$ cat config.mk
export PLATFORM = sky130hd
export DESIGN_NAME = csr_cmd_status
export DESIGN_NICKNAME = d
export VERILOG_FILES = /design/src/rtl/csr_pkg.sv /design/src/rtl/csr_cmd_ctrl.sv /design/src/rtl/csr_event_flags.sv /design/src/rtl/csr_cmd_status.sv
export SDC_FILE = /design/constraint.sdc
export NUM_CORES = 1
export LEC_CHECK = 0
export ABC_AREA = 1
export BUFFER_PORTS_ARGS = -buffer_cell sky130_fd_sc_hd__buf_2
export CORE_ASPECT_RATIO = 0.8
export CORE_UTILIZATION = 38
export DETAILED_ROUTE_END_ITERATION = 10
export PLACE_DENSITY_LB_ADDON = 0.15
export SLEW_MARGIN = 40
export SYNTH_ARGS = -nofsm -noshare
export SYNTH_HDL_FRONTEND = slang
export SYNTH_SLANG_ARGS = --single-unit
export TNS_END_PERCENT = 30
$ cat constraint.sdc
create_clock -name clk -period 1.3 [get_ports clk]
set_clock_uncertainty 0.05 [all_clocks]
set_input_delay 0.325 -clock clk [delete_from_list [all_inputs] [get_ports clk]]
set_output_delay 0.325 -clock clk [all_outputs]
set_load 0.03 [all_outputs]
$ cat src/rtl/csr_pkg.sv
package csr_pkg;
  localparam int CSR_W    = 16;
  localparam int B_INIT   = 0;
  localparam int B_STRT   = 1;
  localparam int B_STOP   = 2;
  localparam int B_TDMD   = 3;
  localparam int B_TXON   = 4;
  localparam int B_RXON   = 5;
  localparam int B_IENA   = 6;
  localparam int B_INTR   = 7;
  localparam int FLAG_LO  = 8;   // IDON, then the event flags above it

  // Strobes from the command control to the flag datapath
  typedef struct packed {
    logic             clrAll;   // reset or STOP
    logic [CSR_W-1:0] w1c;      // write-one-to-clear bits (zero when no write)
  } flagCtl_t;
endpackage

$ cat src/rtl/csr_cmd_ctrl.sv
module csr_cmd_ctrl
  import csr_pkg::*;
(
  input  logic             clk,
  input  logic             hardRst,
  input  logic             softRst,
  input  logic             wrEn,
  input  logic [CSR_W-1:0] wrData,
  input  logic             initDone,
  input  logic             descFetched,
  input  logic             rxDisable,
  input  logic             txDisable,
  output logic             initQ,
  output logic             strtQ,
  output logic             stopQ,
  output logic             tdmdQ,
  output logic             txonQ,
  output logic             rxonQ,
  output logic             ienaQ,
  output logic             initReq,
  output flagCtl_t         flagCtl
);
  logic [CSR_W-1:0] wrBits;
  logic anyRst, stopHit;
  logic initN, strtN, stopN, tdmdN, txonN, rxonN, ienaN, reqN;

  always_comb begin
    wrBits  = wrEn ? wrData : '0;
    anyRst  = hardRst | softRst;
    stopHit = wrBits[B_STOP];
    flagCtl.clrAll = anyRst | stopHit;
    flagCtl.w1c    = wrBits;
  end

  always_comb begin
    initN = initQ; strtN = strtQ; stopN = stopQ; tdmdN = tdmdQ;
    txonN = txonQ; rxonN = rxonQ; ienaN = ienaQ; reqN = 1'b0;
    if (anyRst || stopHit) begin
      stopN = 1'b1;
      strtN = 1'b0;
      tdmdN = 1'b0;
      txonN = 1'b0;
      rxonN = 1'b0;
      ienaN = 1'b0;
      if (softRst) initN = 1'b0;
    end else begin
      if (wrBits[B_INIT]) begin
        initN = 1'b1;
        stopN = 1'b0;
        reqN  = 1'b1;
      end else if (initDone) begin
        initN = 1'b0;
      end
      if (wrBits[B_STRT]) begin
        strtN = 1'b1;
        stopN = 1'b0;
      end
      if (wrEn) ienaN = wrData[B_IENA];
      // enables wait for the init pass when one is pending
      rxonN = rxonQ | (strtN & ~initN & ~rxDisable);
      txonN = txonQ | (strtN & ~initN & ~txDisable);
      tdmdN = txonN & (wrBits[B_TDMD] | (tdmdQ & ~descFetched));
    end
  end

  always_ff @(posedge clk) begin
    initQ   <= initN;
    strtQ   <= strtN;
    stopQ   <= stopN;
    tdmdQ   <= tdmdN;
    txonQ   <= txonN;
    rxonQ   <= rxonN;
    ienaQ   <= ienaN;
    initReq <= reqN;
  end

  a_r4_stop_wins: assert property (@(posedge clk) disable iff (hardRst)
    (wrEn && wrData[B_STOP]) |=> (stopQ && !strtQ && !initReq));

  a_r5_stop_quiet: assert property (@(posedge clk) disable iff (hardRst)
    stopQ |-> (!strtQ && !rxonQ && !txonQ && !tdmdQ));

  a_r7_enable_after_init: assert property (@(posedge clk) disable iff (hardRst)
    ($rose(rxonQ) || $rose(txonQ)) |-> (strtQ && !initQ));

  a_r8_tdmd_needs_tx: assert property (@(posedge clk) disable iff (hardRst)
    tdmdQ |-> txonQ);

  a_r2_req_source: assert property (@(posedge clk) disable iff (hardRst)
    initReq |-> $past(wrEn && wrData[B_INIT] && !wrData[B_STOP] && !softRst));
endmodule

$ cat src/rtl/csr_event_flags.sv
module csr_event_flags
  import csr_pkg::*;
#(
  parameter int NUM_SRC = 7,
  localparam int FLAG_W = NUM_SRC + 1
) (
  input  logic              clk,
  input  logic              hardRst,
  input  flagCtl_t          flagCtl,
  input  logic [FLAG_W-1:0] evtIn,
  input  logic [FLAG_W-1:0] maskIn,
  output logic [FLAG_W-1:0] flagQ,
  output logic              intrOut
);
  for (genvar i = 0; i < FLAG_W; i++) begin : g_flag
    logic clrBit;
    assign clrBit = flagCtl.w1c[FLAG_LO + i];

    // a same-cycle event beats the write-one clear
    always_ff @(posedge clk) begin
      if (flagCtl.clrAll) flagQ[i] <= 1'b0;
      else                flagQ[i] <= evtIn[i] | (flagQ[i] & ~clrBit);
    end

    a_r10_event_kept: assert property (@(posedge clk) disable iff (hardRst)
      (!flagCtl.clrAll && evtIn[i]) |=> flagQ[i]);

    a_r10_clear_works: assert property (@(posedge clk) disable iff (hardRst)
      (!flagCtl.clrAll && !evtIn[i] && clrBit) |=> !flagQ[i]);
  end

  assign intrOut = |(flagQ & ~maskIn);

  a_r5_stop_flushes: assert property (@(posedge clk) disable iff (hardRst)
    flagCtl.clrAll |=> (flagQ == '0));
endmodule

$ cat src/rtl/csr_cmd_status.sv
module csr_cmd_status
  import csr_pkg::*;
#(
  parameter int NUM_SRC = 7,
  localparam int FLAG_W = NUM_SRC + 1
) (
  input  logic               clk,
  input  logic               hardRst,
  input  logic               softRst,
  input  logic               wrEn,
  input  logic [CSR_W-1:0]   wrData,
  input  logic               initDone,
  input  logic               descFetched,
  input  logic [NUM_SRC-1:0] evtPulse,
  input  logic [FLAG_W-1:0]  evtMask,
  input  logic               rxDisable,
  input  logic               txDisable,
  output logic [CSR_W-1:0]   csrRead,
  output logic               initReq,
  output logic               intN
);
  flagCtl_t flagCtl;
  logic initQ, strtQ, stopQ, tdmdQ, txonQ, rxonQ, ienaQ, intr;
  logic [FLAG_W-1:0] flagQ;

  csr_cmd_ctrl i_ctrl (
    .clk(clk), .hardRst(hardRst), .softRst(softRst),
    .wrEn(wrEn), .wrData(wrData), .initDone(initDone),
    .descFetched(descFetched), .rxDisable(rxDisable), .txDisable(txDisable),
    .initQ(initQ), .strtQ(strtQ), .stopQ(stopQ), .tdmdQ(tdmdQ),
    .txonQ(txonQ), .rxonQ(rxonQ), .ienaQ(ienaQ),
    .initReq(initReq), .flagCtl(flagCtl)
  );

  csr_event_flags #(.NUM_SRC(NUM_SRC)) i_flags (
    .clk(clk), .hardRst(hardRst), .flagCtl(flagCtl),
    .evtIn({evtPulse, initDone}), .maskIn(evtMask),
    .flagQ(flagQ), .intrOut(intr)
  );

  always_comb begin
    csrRead = '0;
    csrRead[B_INIT] = initQ;
    csrRead[B_STRT] = strtQ;
    csrRead[B_STOP] = stopQ;
    csrRead[B_TDMD] = tdmdQ;
    csrRead[B_TXON] = txonQ;
    csrRead[B_RXON] = rxonQ;
    csrRead[B_IENA] = ienaQ;
    csrRead[B_INTR] = intr;
    csrRead[FLAG_LO +: FLAG_W] = flagQ;
  end

  assign intN = ~(ienaQ & intr);

  a_r12_pin_gated: assert property (@(posedge clk) disable iff (hardRst)
    !intN |-> (csrRead[B_IENA] && csrRead[B_INTR]));
endmodule

[After elaboration in Yosys (flattened, before gate mapping)]
Cells that the tools add are included.
Cells by class
  equal/unequal tests: 1
  muxes and demuxes: 11
  bitwise operators: 42
  reduce and logical (&&, ||, !) cells: 3
Operators with widths (number)
  $mux W16: 1
  $and A1 B1 Y1: 14
  $not A1 Y1: 13
  $or A1 B1 Y1: 13
  $mux W1: 10
  $and A8 B8 Y8: 1
  $not A8 Y8: 1
  $reduce_or A8 Y1: 1
  $ne A2 B2 Y1 const B: 1
  $reduce_bool A2 Y1: 1
  $logic_or A1 B1 Y1: 1
Word-level totals
  register bits after elaboration: 16
  input bits: 39
  output and inout port bits: 18
  word-level logic and storage cells: 73

[Depth between registers and ports, before layout]
Gate-level depths: netlist of the first run.
  word-level depth: 8
  depth in mapped cells: 6
  depth with buffers taken out: 6

[Modules after synthesis]
From an unflattened synthesis of the first run, not the netlist that was laid out.
Unflattened totals
  cell total of the unflattened synthesis: 137
  area total of the unflattened synthesis: 885.8 um2
Modules (own cells, without submodules)
  csr_cmd_ctrl: instances 1, cells each 72, area an instance 470.5 um2, sequential area each 170.2 um2
  csr_event_flags: instances 1, cells each 56, area an instance 351.6 um2, sequential area each 160.2 um2
  csr_cmd_status: instances 1, cells each 9, area an instance 63.8 um2, sequential area each 0.0 um2

[Worst setup path after synthesis of the first run]
OpenSTA, ideal clock, no wires.
  kind: flip-flop to output port
  from: reg i_flags.flagQ[4]
  to: out intN
  data arrival time: 1.016 ns
  data required time: 0.925 ns
  slack: -0.091 ns
  cell stages (with the launch flop): 6
  buffers on the path: 0
  cells stage by stage: dfxtp_1 > inv_1 > o22ai_1 > nor2_1 > nand2_1 > nand2_1
On the way
  cells in the longest elaborated chain, start to end: 4
RTL lines
  start, declared: line csr_event_flags.sv:12  | output logic [FLAG_W-1:0] flagQ,
  start signal, assigned by index: line csr_event_flags.sv:22  | else flagQ[i] <= evtIn[i] | (flagQ[i] & ~clrBit);
  $and A8 B8 Y8: line csr_event_flags.sv:32  | assign intrOut = |(flagQ & ~maskIn);
  $reduce_or A8 Y1: line csr_event_flags.sv:32
  via i_flags.intrOut: line csr_event_flags.sv:13  | output logic intrOut
  $and A1 B1 Y1: line csr_cmd_status.sv:54  | assign intN = ~(ienaQ & intr);
  $not A1 Y1: line csr_cmd_status.sv:54
  end, declared: line csr_cmd_status.sv:20  | output logic intN
The timed path passes the listed nets, and every way through them passes these cells.

[Final worst setup path of the first run]
  from: reg i_flags.flagQ[5]
  to: out intN
On the way
  cells in the longest elaborated chain, start to end: 4
RTL lines (line)
  $and A8 B8 Y8: csr_event_flags.sv:32
  $reduce_or A8 Y1: csr_event_flags.sv:32
  $and A1 B1 Y1: csr_cmd_status.sv:54
  $not A1 Y1: csr_cmd_status.sv:54
No other way between the ends.

==> results by stage, run 1 <==
Floorplan:
- The overall die height is 40.99 um.
- The initial core utilization is 42.27%.
- The floorplan step defined a core boundary enclosing 1708 um^2.
- The die covers 2079 um^2.
- The number of standard-cell rows in the floorplan is 13.
- The die width is 50.73 um.
- 57 I/O pins were placed.

Clock tree:
- The count of clock tree sinks is 16.
- Hold repair after CTS inserted 0 buffers.
- In this run the deepest clock path goes through 2 buffers.
- The tree is rooted in a sky130_fd_sc_hd__clkbuf_4.
- The clock reaches the later pin of the worst-skew pair after 0.28 ns.
- The number of levels in the clock H-tree is 1.
- The CTS tree is yes.
- The number of clock buffers added by TritonCTS is 3.
- After clock tree synthesis, the setup repair step added 0 buffers.
- The clock transition at the register clock pins on the worst setup and hold paths after CTS is 0.09 ns.

Layout:
- The area growth from synthesis to layout is 43.33%.
- The number of fill cells in the layout is 173.
- The antenna cell count is 0.
- Measured on the finished design, the core utilization comes to 60.59%.
- The share of layout cells above drive strength 1 is 48.67%.
- The final standard cell area without fillers is 1035 um^2.
- The number of nets in the layout is 190.

Synth:
- The cell count after synthesis came out at 100.
- The synthesized design contains 16 register bits.
- The synthesized design spends more area on one cell type than any other, namely sky130_fd_sc_hd__dfxtp_1.
- After synthesis, the largest area contributor takes up 41.59% of total cell area.
- The net count of the mapped netlist is 139.
- Synthesis instantiated 15 different standard cells from the library.
- The number of warning messages in the yosys log is 0.
- The mean area per synthesized cell is 7.219 um^2.
- Sequential elements use 45.75% of the synthesized area.
- Ranked by total cell area, the synthesized netlist is headed by sky130_fd_sc_hd__dfxtp_1, sky130_fd_sc_hd__nand2_1, sky130_fd_sc_hd__inv_1.
- The post-synthesis instance area is 721.9 um^2.

Setup path:
- For the worst setup path, the data arrival time is 1.14 ns.
- The worst setup path is captured at an output port.
- The maximum fanout count along the critical path is 3.
- The setup path with the least slack is of type reg2out.
- STA puts the critical path data required time at 0.93 ns.
- The launching element type of the critical path is a flip-flop.

Pwr:
- Power spread over the standard cell area amounts to 1015 nW/um^2.
- The internal portion of the total power is 771.8 uW.
- The total power consumption of the routed design is 1050 uW.
- The maximum ir drop on the vdd rail is 0.0007749 V.
- Combinational cells account for 19.5% of the total power.
- The share of total power dissipated in sequential elements is 50.0%.
- Per report_power, the clock group accounts for 30.5% of the total.
- The static leakage power is 0.0005725 uW.
- In this run switching power makes up 26.52% of total power.
- The analysis attributes to net switching a power of 278.6 uW.

Drt:
- For this block, the via count after detailed routing is 740.
- The post-detailed-route via-to-cell ratio is 4.302.
- The length of the first detailed-routing pass in iterations is 4.
- The detailed router finished its first iteration with 7 violations.
- The wire length per cell is 9.866 um.
- The number of remaining DRC errors is 0.
- The final antenna-violating net count is 0.
- The total wire length is 1.697 mm.

Timing:
- For the finished layout, the period the worst path requires is 1.514 ns.
- The measured slew at the worst slew-check pin is 0.1586 ns.
- The final max-slew violation count is 0.
- Setup repair after global routing could not meet its margin everywhere.
- The number of hold-slack violations in the final timing report is 0.
- After routing, the total negative slack on setup checks comes to -0.4222 ns.
- After layout, the worst setup slack is -0.2144 ns.
- In this run the tightest slew margin relative to its limit is 89.43%.
- The number of endpoints failing setup at the final stage is 2.
- The maximum clock rate is 660.3 MHz.
- Dividing the final minimum period by the clock period gives 116.5%.

GRT:
- The initial antenna violation count is 0.
- The number of global-route vias before repair is 693.
- Global routing finished with a remaining overflow of 0.
- The largest net degree at the start of global routing is 10.
- The total global routing track utilization is 19.53%.
- The first global-routing pass estimated 2.794 mm of wire.

Placement:
- The total of buffers placed on input and output ports is 53.
- Timing analysis after detailed placement gives a worst setup slack of -0.03783 ns.
- The total cell area at the placement stage is 977.2 um^2.
- The last weighted congestion value of the routability-driven placer is 0.6985.
- The HPWL after detailed placement is 1.397 mm.

Outcome:
- The run finished, with violations left.
- The final reports fail on negative setup slack.

Hold path:
- The path class of the tightest hold or removal check is in2reg.

Run:
- The number of violations of the max-capacitance limit is 0.
==> final timing paths <==
path                         start  slack (ns)  cells past startpoint               end
hold reg to reg       i_ctrl.rxonQ        0.40                      2      i_ctrl.rxonQ
setup / recovery  i_flags.flagQ[5]       -0.21                      6              intN
setup reg to reg      i_ctrl.initQ        0.35                      3      i_ctrl.initQ
hold / removal         evtPulse[1]        0.20                      3  i_flags.flagQ[2]
==> metrics by stage <==
step / hold WS (ns) / instances
finish: 0.1978 / 172
global route: 0.1941 / 172
CTS: 0.1860 / 172
detailed placement: 0.3903 / 168
global placement: 0.3848 / 168
floorplan: 0.3802 / 100
==> layout by cell type (no fill, tap or decap), types with 2 or more instances in the layout <==
| cell | n |
|---|---|
| sky130_fd_sc_hd__inv_1 | 18 |
| sky130_fd_sc_hd__o22ai_2 | 2 |
| sky130_fd_sc_hd__a21oi_1 | 11 |
| sky130_fd_sc_hd__buf_4 | 3 |
| sky130_fd_sc_hd__nand2_1 | 21 |
| sky130_fd_sc_hd__buf_2 | 52 |
| sky130_fd_sc_hd__dfxtp_1 | 7 |
| sky130_fd_sc_hd__dfxtp_2 | 8 |
| sky130_fd_sc_hd__clkbuf_4 | 3 |
| sky130_fd_sc_hd__nor2_1 | 12 |
| sky130_fd_sc_hd__o22ai_1 | 2 |
==> layer usage <==
| layer | share of wire (%) | up-vias | global-route usage (%) |
|---|---|---|---|
| li1 | - | 401 | - |
| met1 | 47 | 300 | 21.21 |
| met2 | 43 | 37 | 35.67 |
| met3 | 9.0 | 2 | 8.519 |
| met4 | 0.77 | 0 | 6.250 |
| met5 | 0 | - | 0 |
==> final cells by class <==
class | count | area, um^2 | share of cell area, %
sequential | 16 | 340.3 | 32.89
timing repair buffer | 56 | 294.0 | 28.42
multi-input combinational | 55 | 265.3 | 25.63
inverter | 19 | 71.32 | 6.892
tap | 22 | 27.53 | 2.660
clock buffer | 4 | 36.28 | 3.507
==> Yosys cell counts <==
cell type / number
sky130_fd_sc_hd__buf_2: 2
sky130_fd_sc_hd__o22ai_1: 4
sky130_fd_sc_hd__nand3_1: 1
sky130_fd_sc_hd__buf_4: 8
sky130_fd_sc_hd__dfxtp_1: 15
sky130_fd_sc_hd__edfxtp_1: 1
sky130_fd_sc_hd__a21oi_1: 11
sky130_fd_sc_hd__nand4_1: 1
sky130_fd_sc_hd__nand3_2: 1
sky130_fd_sc_hd__nor2_1: 13
sky130_fd_sc_hd__nand3b_1: 1
sky130_fd_sc_hd__nand2_1: 21
sky130_fd_sc_hd__and2_1: 1
sky130_fd_sc_hd__inv_1: 19
sky130_fd_sc_hd__a22oi_1: 1
==> critical path, cell delays in order, from the launching register on <==
cell and delay [ns]:
sky130_fd_sc_hd__dfxtp_2 0.34, sky130_fd_sc_hd__inv_1 0.06, sky130_fd_sc_hd__o22ai_2 0.07, sky130_fd_sc_hd__nor2_2 0.12
sky130_fd_sc_hd__nand2_1 0.07, sky130_fd_sc_hd__nand2_1 0.07, sky130_fd_sc_hd__buf_6 0.13
==> repair_timing <==
item,CTS,global route
resized for setup,4,2
endpoints found under the setup margin,2,2
gates cloned,0,0
pin swaps,3,2
==> power groups by stage <==
stage / clock network, uW / logic [uW] / registers, uW
global placement: 0 / 196 / 535
detailed placement: 0 / 200 / 537
floorplan: 0 / 102 / 558
global route: 366 / 227 / 528
CTS: 336 / 203 / 526
finish: 321 / 204 / 525
==> registers in the layout (all words and copies together), names as in the netlist <==
register and count:
i_ctrl.ienaQ 1, i_ctrl.initQ 1, i_ctrl.initReq 1, i_ctrl.rxonQ 1
i_ctrl.stopQ 1, i_ctrl.strtQ 1, i_ctrl.tdmdQ 1, i_ctrl.txonQ 1
i_flags.flagQ 8
==> cells by family (layout without fill, tap and decap cells) <==
logic type	after synthesis	count (layout)	synth area share (%)
flops	16	16	45.75
simple gates	39	39	22.53
buf+inv	29	79	19.58
compound gates	16	16	12.13
No activity file was read; power rests on OpenSTA's default activity.
==> inputs of run 2 (changes only) <==
Settings changed: BUFFER_PORTS_ARGS -buffer_cell sky130_fd_sc_hd__buf_2 to -buffer_cell sky130_fd_sc_hd__buf_4.
==> run 2 against run 1 <==
The flow still finishes with violations (negative setup slack); sequential power about the same; critical path depth is the same; sequential share of layout area decreased by 4.8 points; via count is 7.0% higher; non-clock buffer count grew 4; combinational power increased by 28%; worst hold slack got worse by 0.013 ns.
==> results by stage, run 2 (synthesis results as in run 1) <==
Drt:
- In the final routed layout, each cell accounts on average for 10.24 um.
- The DRC violation total after the first TritonRoute iteration is 8.
- The via count is 792.
- After detailed routing, the number of vias per cell comes to 4.500.
- The number of remaining DRC errors is 0.
- In this run the remaining antenna-violating nets after routing total 0.
- The first detailed-routing pass took 4 iterations.
- The final layout contains routed wiring with a total length of 1.802 mm.

Pwr:
- The internal power of the cells totals 772.1 uW.
- In this run the static leakage power is 0.0006275 uW.
- The proportion of power drawn by flip-flops and latches is 49.8%.
- The design draws 1056 uW.
- The switching portion of total power is 26.86%.
- In this run the power spent charging and discharging nets is 283.6 uW.
- The total power per unit cell area is 872.6 nW/um^2.
- The maximum ir drop on the vdd rail is 0.0007493 V.
- The power share of the clock group is 25.4%.
- The relative contribution of combinational cells to total power is 24.8%.

Setup path:
- The kind of cell adding the most delay to the critical path is flip-flops.
- The worst register-to-register path begins at i_ctrl.initQ.
- The critical path required time is 0.93 ns.
- The delay of the slowest cell on the worst path is 0.35 ns.
- The worst setup path is captured at an output port.
- The critical path contains buffers and inverters numbering 2 combined.
- The arrival time at the worst endpoint is 1.17 ns.
- The signal on the critical path passes through inv_2, o22ai_2, nor2_1, nand2_1, nand2_1, buf_6.
- The slowest library cell on the worst path is sky130_fd_sc_hd__dfxtp_2.
- The launching element type of the critical path is a flip-flop.
- The maximum fanout count along the critical path is 2.
- The launch point of the worst path is i_flags.flagQ[0].
- By startpoint and endpoint, the worst setup path is classified as reg2out.
- The most frequent cell on the critical path is sky130_fd_sc_hd__nand2_1.

Timing:
- The maximum clock rate is 646.7 MHz.
- Setup violations remaining at the end of the flow were counted as 2.
- The number of hold-slack violations in the final timing report is 0.
- Setup repair after global routing could not meet its margin everywhere.
- After routing, the total negative slack on setup checks comes to -0.4393 ns.
- Across all setup checks in the final design, the least slack found is -0.2463 ns.
- The clock period minus worst slack is 1.546 ns.
- The final max-slew violation count is 0.
- The measured slew at the worst slew-check pin is 0.1555 ns.
- The ratio of final minimum period to clock period is 118.9%.
- The relative slew slack is 89.63%.

Placement:
- At the end of routability-driven placement, the weighted congestion stood at 0.7271.
- In this run the tool buffered the top-level ports with 53 buffer cells.
- The wire-length estimate of the detail-placed layout is 1.375 mm.
- The total placed cells including tap cells is 168.
- The total cell area at the placement stage is 1110 um^2.

Floorplan:
- The die is 50.73 um wide.
- 57 I/O pins were placed.
- The initial core utilization is 42.27%.
- The number of standard-cell rows in the floorplan is 13.
- The core region area is 1708 um^2.
- The overall die height is 40.99 um.
- The die covers 2079 um^2.

Clock tree:
- The clock root buffer is sky130_fd_sc_hd__clkbuf_4.
- The clock transition at the register clock pins on the worst setup and hold paths after CTS is 0.09 ns.
- Buffers inserted during clock tree synthesis total 3.
- TritonCTS built the clock tree.
- The later pin in the worst-skew pair is clocked with a latency of 0.29 ns.
- The clock net in this run drives a total of 16 sinks.
- The maximum clock insertion buffer count is 2.
- CTS built an H-tree with a depth of 1.

Outcome:
- The checks that failed: negative setup slack.
- The run finished, with violations left.

Layout:
- The register with the most flip-flops in the layout has 8 of them.
- The multi-input gate area in the final layout is 275.3 um^2.
- The final cell count without fillers is 176.
- The commonest non-fill, non-tap cell in the layout is sky130_fd_sc_hd__buf_4.
- The post-route netlist has 52.60% of its cells at a drive strength greater than 1.
- The largest register by flop count is i_flags.flagQ.
- Leaving out fill and tap cells, the most frequent cells in the layout are sky130_fd_sc_hd__buf_4, sky130_fd_sc_hd__nand2_1, sky130_fd_sc_hd__inv_1.
- The finished cells cover 1210 um^2.
- The number of nets in the layout is 194.
- The area growth from synthesis to layout is 67.59%.
- Counting the fill cells in the layout gives 141.
- The area occupied by registers is 340.3 um^2.
- The antenna cell count is 0.

Hold path:
- The path class of the tightest hold or removal check is in2reg.
- The hold path startpoint is evtPulse[0].

GRT:
- The total global routing track utilization is 18.08%.
- The global-route wire length before repair is 2.539 mm.
- The number of global-route vias before repair is 645.
- Global routing finished with a remaining overflow of 0.
- The largest net degree at the start of global routing is 10.
- The initial antenna violation count came to 0.

Run:
- The number of violations of the max-capacitance limit is 0.
## run 2: changes by cell type in the layout (fill, tap and decap cells not counted), sizes merged
cell and delta:
buf +4
## run 2: power groups by stage
stage | clock network, uW | registers (uW) | logic (uW)
after floorplan | 0 | 558 | 102
after global placement | 0 | 536 | 237
after detailed placement | 0 | 538 | 241
after CTS | 282 | 525 | 257
after global routing | 306 | 528 | 280
final | 268 | 526 | 262
## run 2: layout make-up
class                           count  area share, %
Sequential cell                    16          28.13
Timing Repair Buffer               60          38.78
Multi-Input combinational cell     55          22.75
Tap cell                           22          2.275
Clock buffer                        4          2.172
Inverter                           19          5.895
## run 2: through the flow
stage          setup WS [ns]  hold WS [ns]  utilization, %
6_report             -0.2463        0.1850           70.84
5_1_grt              -0.3265        0.1819           70.84
4_1_cts              -0.2397        0.1773           69.82
3_5_place_dp        -0.07014        0.3952           64.98
3_3_place_gp        -0.03495        0.3875           64.98
2_1_floorplan        0.01628        0.3802               -
## run 2: worst paths after layout
check	to	slack [ns]	cells after the start
worst max-delay path	intN	-0.25	6
worst min-delay path	i_flags.flagQ[1]	0.18	3
worst max register to register	i_ctrl.initQ	0.30	3
worst min register to register	i_ctrl.rxonQ	0.41	2
## run 2: routing by layer
metal  share of wire [%]  GRT usage (%)
met2                  48          35.00
met1                  41          16.44
met5                   0              0
met4                 1.2          8.333
met3                  11          9.630
## run 2: what timing repair did
action	CTS	global route
buffers inserted	4	0
endpoints found under the setup margin	2	5
pin swaps	3	4
resized for setup	6	8
hold buffers	0	0
## run 2: worst register-to-register path, stage by stage (launching register included)
cell and delay, ns:
sky130_fd_sc_hd__edfxtp_1 0.41, sky130_fd_sc_hd__nand2_1 0.10, sky130_fd_sc_hd__and2_1 0.16, sky130_fd_sc_hd__nor2_1 0.05
==> inputs of run 3 (changes only) <==
Settings changed: CORE_MARGIN from default to 2, CORE_UTILIZATION 38 to 35, SKIP_LAST_GASP from default to 1.
==> run 3 against run 2 <==
The run still ends with negative setup slack left; maximum frequency rose by 0.40%; sequential share of layout area grew 0.65 points; register-to-register slack better by 0.02 ns; critical path type unchanged; largest power group unchanged; highest routed layer unchanged.
==> results by stage, run 3 (synthesis results as in run 1) <==
Placement:
- Input and output buffers added on the ports amount to 53.
- At the end of routability-driven placement, the weighted congestion stood at 0.7798.
- The HPWL after detailed placement is 1.494 mm.

Setup path:
- The maximum fanout count along the critical path is 3.
- At the worst endpoint, the arrival time is 1.17 ns.
- At the worst endpoint, the required time is 0.93 ns.
- The worst setup path endpoint is intN.
- In this run the critical register-to-register path is captured at i_ctrl.initQ.
- The launching element type of the critical path is a flip-flop.
- Counting cells, the worst reg-to-reg path comes to 3.
- The most critical setup path has its startpoint at i_flags.flagQ[0].
- The worst setup path is of the reg2out kind.
- The worst register-to-register path has a setup slack of 0.32 ns.
- The source of the worst register-to-register timing path is i_ctrl.initQ.
- The capturing element type of the critical path is an output port.

Timing:
- The number of hold-slack violations in the final timing report is 0.
- Hold is met by 0.1885 ns.
- Setup repair after global routing could not meet its margin everywhere.
- The number of endpoints failing setup at the final stage is 2.
- The clock period minus worst slack is 1.540 ns.
- The setup slack of the critical path after layout is -0.2401 ns.
- The relative slew slack is 88.51%.
- Timing would allow up to 649.3 MHz.
- The final max-slew violation count came to 0.
- The ratio of final minimum period to clock period is 118.5%.
- The measured slew at the worst slew-check pin is 0.1724 ns.

Outcome:
- The flow ran to the end, but the final reports show violations.
- The final reports fail on negative setup slack.

Hold path:
- Counting instances, the worst hold path has a depth of 3.
- The class of the tightest hold or removal check is in2reg.

GRT:
- The total global routing track utilization is 15.65%.
- The first global-routing pass estimated 2.711 mm of wire.
- Entering global routing, the biggest net connects 12 pins.
- The initial antenna violation count was 0.
- The number of global-route vias before repair is 678.
- The total congestion overflow is 0.

Pwr:
- In this run the power density over the cells is 931.1 nW/um^2.
- The analysis attributes to cell leakage a power of 0.0006238 uW.
- The maximum ir drop on the vdd rail is 0.0006280 V.
- After layout, the design draws a total of 1101 uW.

Layout:
- The library cell used most frequently in the layout, excluding fill and tap cells, is sky130_fd_sc_hd__buf_4.
- Cells with a size suffix above 1 make up 47.40% of the layout.
- For this run, the post-layout net count is 194.
- The largest register by flop count is i_flags.flagQ.
- The register with the most flip-flops in the layout has 8 of them.
- Compared with the post-synthesis result, the final layout area differs by 63.78%.
- In the layout the commonest cells are sky130_fd_sc_hd__buf_4, sky130_fd_sc_hd__nand2_1, sky130_fd_sc_hd__inv_1.
- The repair_antennas step left the layout with diodes totalling 0.

Drt:
- After detailed routing, the average wire length per cell comes to 10.10 um.
- The post-detailed-route via-to-cell ratio is 4.360.
- The final antenna-violating net count is 0.
- For this block, the routed nets add up to 1.797 mm of wire.
- In this run, the number of DRC markers left after iteration 0 of detailed routing was 10.
- The first detailed-routing pass ran for 4 iterations.
- Across all layers, the routed design uses 776 vias.
- The number of remaining DRC errors is 0.

Clock tree:
- CTS saw 16 sinks.
- The maximum clock insertion buffer count is 2.
- The clock transition at the register clock pins on the worst setup and hold paths after CTS is 0.09 ns.
- The source-to-sink clock delay at the later pin of the worst-skew pair is 0.28 ns.
- The CTS tree is yes.
- The root buffer cell chosen for the clock tree is sky130_fd_sc_hd__clkbuf_4.
- The number of levels in the clock H-tree is 1.
- The cts-stage hold buffer count is 0.
- TritonCTS created 3 clock buffers.

Floorplan:
- 57 I/O pins were placed.
- The initial utilization of the core area, before any placement, comes to 37.81%.
- The overall die height is 44.62 um.
- After floorplanning, the core was divided into 14 placement rows.
- The floorplan step defined a die boundary enclosing 2444 um^2.
- In this run the horizontal extent of the chip is 54.78 um.
- The floorplan step defined a core boundary enclosing 1909 um^2.

Run:
- The number of violations of the max-capacitance limit is 0.
-- run 3: cell type report --
| class | instances | area [um^2] |
|---|---|---|
| Timing Repair Buffer | 60 | 454.2 |
| Fill cell | 172 | 726.9 |
| Tap cell | 24 | 30.03 |
| Inverter | 19 | 71.32 |
| Clock buffer | 4 | 36.28 |
| Multi-Input combinational cell | 55 | 250.2 |
| Sequential cell | 16 | 340.3 |
-- run 3: worst max-delay path, cell delays in order, from the launching register on --
cell                      delay (ns)
sky130_fd_sc_hd__dfxtp_2        0.35
sky130_fd_sc_hd__inv_1          0.04
sky130_fd_sc_hd__o22ai_1        0.14
sky130_fd_sc_hd__nor2_1         0.07
sky130_fd_sc_hd__nand2_1        0.09
sky130_fd_sc_hd__nand2_1        0.06
sky130_fd_sc_hd__buf_6          0.13
-- run 3: metrics by stage --
stage | cells | worst slack [ns] | TNS [ns] | util [%] | area [um^2]
after floorplan | 100 | 0.01628 | 0 | - | 732.0
after global placement | 169 | -0.02843 | -0.02843 | 57.86 | 1105
after detailed placement | 169 | -0.06011 | -0.07188 | 57.86 | 1105
after CTS | 178 | -0.2488 | -0.4659 | 61.93 | 1182
after global routing | 178 | -0.3174 | -0.6260 | 61.93 | 1182
final | 178 | -0.2401 | -0.4446 | 61.93 | 1182
-- run 3: how the worst min path moves through the flow --
| stage | end | startpoint |
|---|---|---|
| after floorplan | i_ctrl.rxonQ | i_ctrl.rxonQ |
| after global placement | i_ctrl.rxonQ | i_ctrl.rxonQ |
| after detailed placement | i_ctrl.rxonQ | i_ctrl.rxonQ |
| after CTS | i_flags.flagQ[1] | evtPulse[0] |
| after global routing | i_flags.flagQ[7] | evtPulse[6] |
| final | i_flags.flagQ[1] | evtPulse[0] |
-- run 3: where the power goes --
group,internal (uW),total (uW),switching (uW)
registers,514,524,9.43
logic,131,249,118
clock network,170,328,157
-- run 3: layer usage --
layer / vias up / wire, um / GRT usage (%)
met5: - / 0 / 0
met4: 0 / 14 / 6.000
met3: 2 / 163 / 4.054
met2: 31 / 873 / 28.10
met1: 334 / 745 / 17.29
li1: 409 / - / -
-- run 3: repair_timing --
item | 4_1_cts | 5_1_grt
buffers inserted | 5 | 0
endpoints found under the setup margin | 2 | 7
pin swaps | 3 | 0
gates resized for setup | 1 | 0
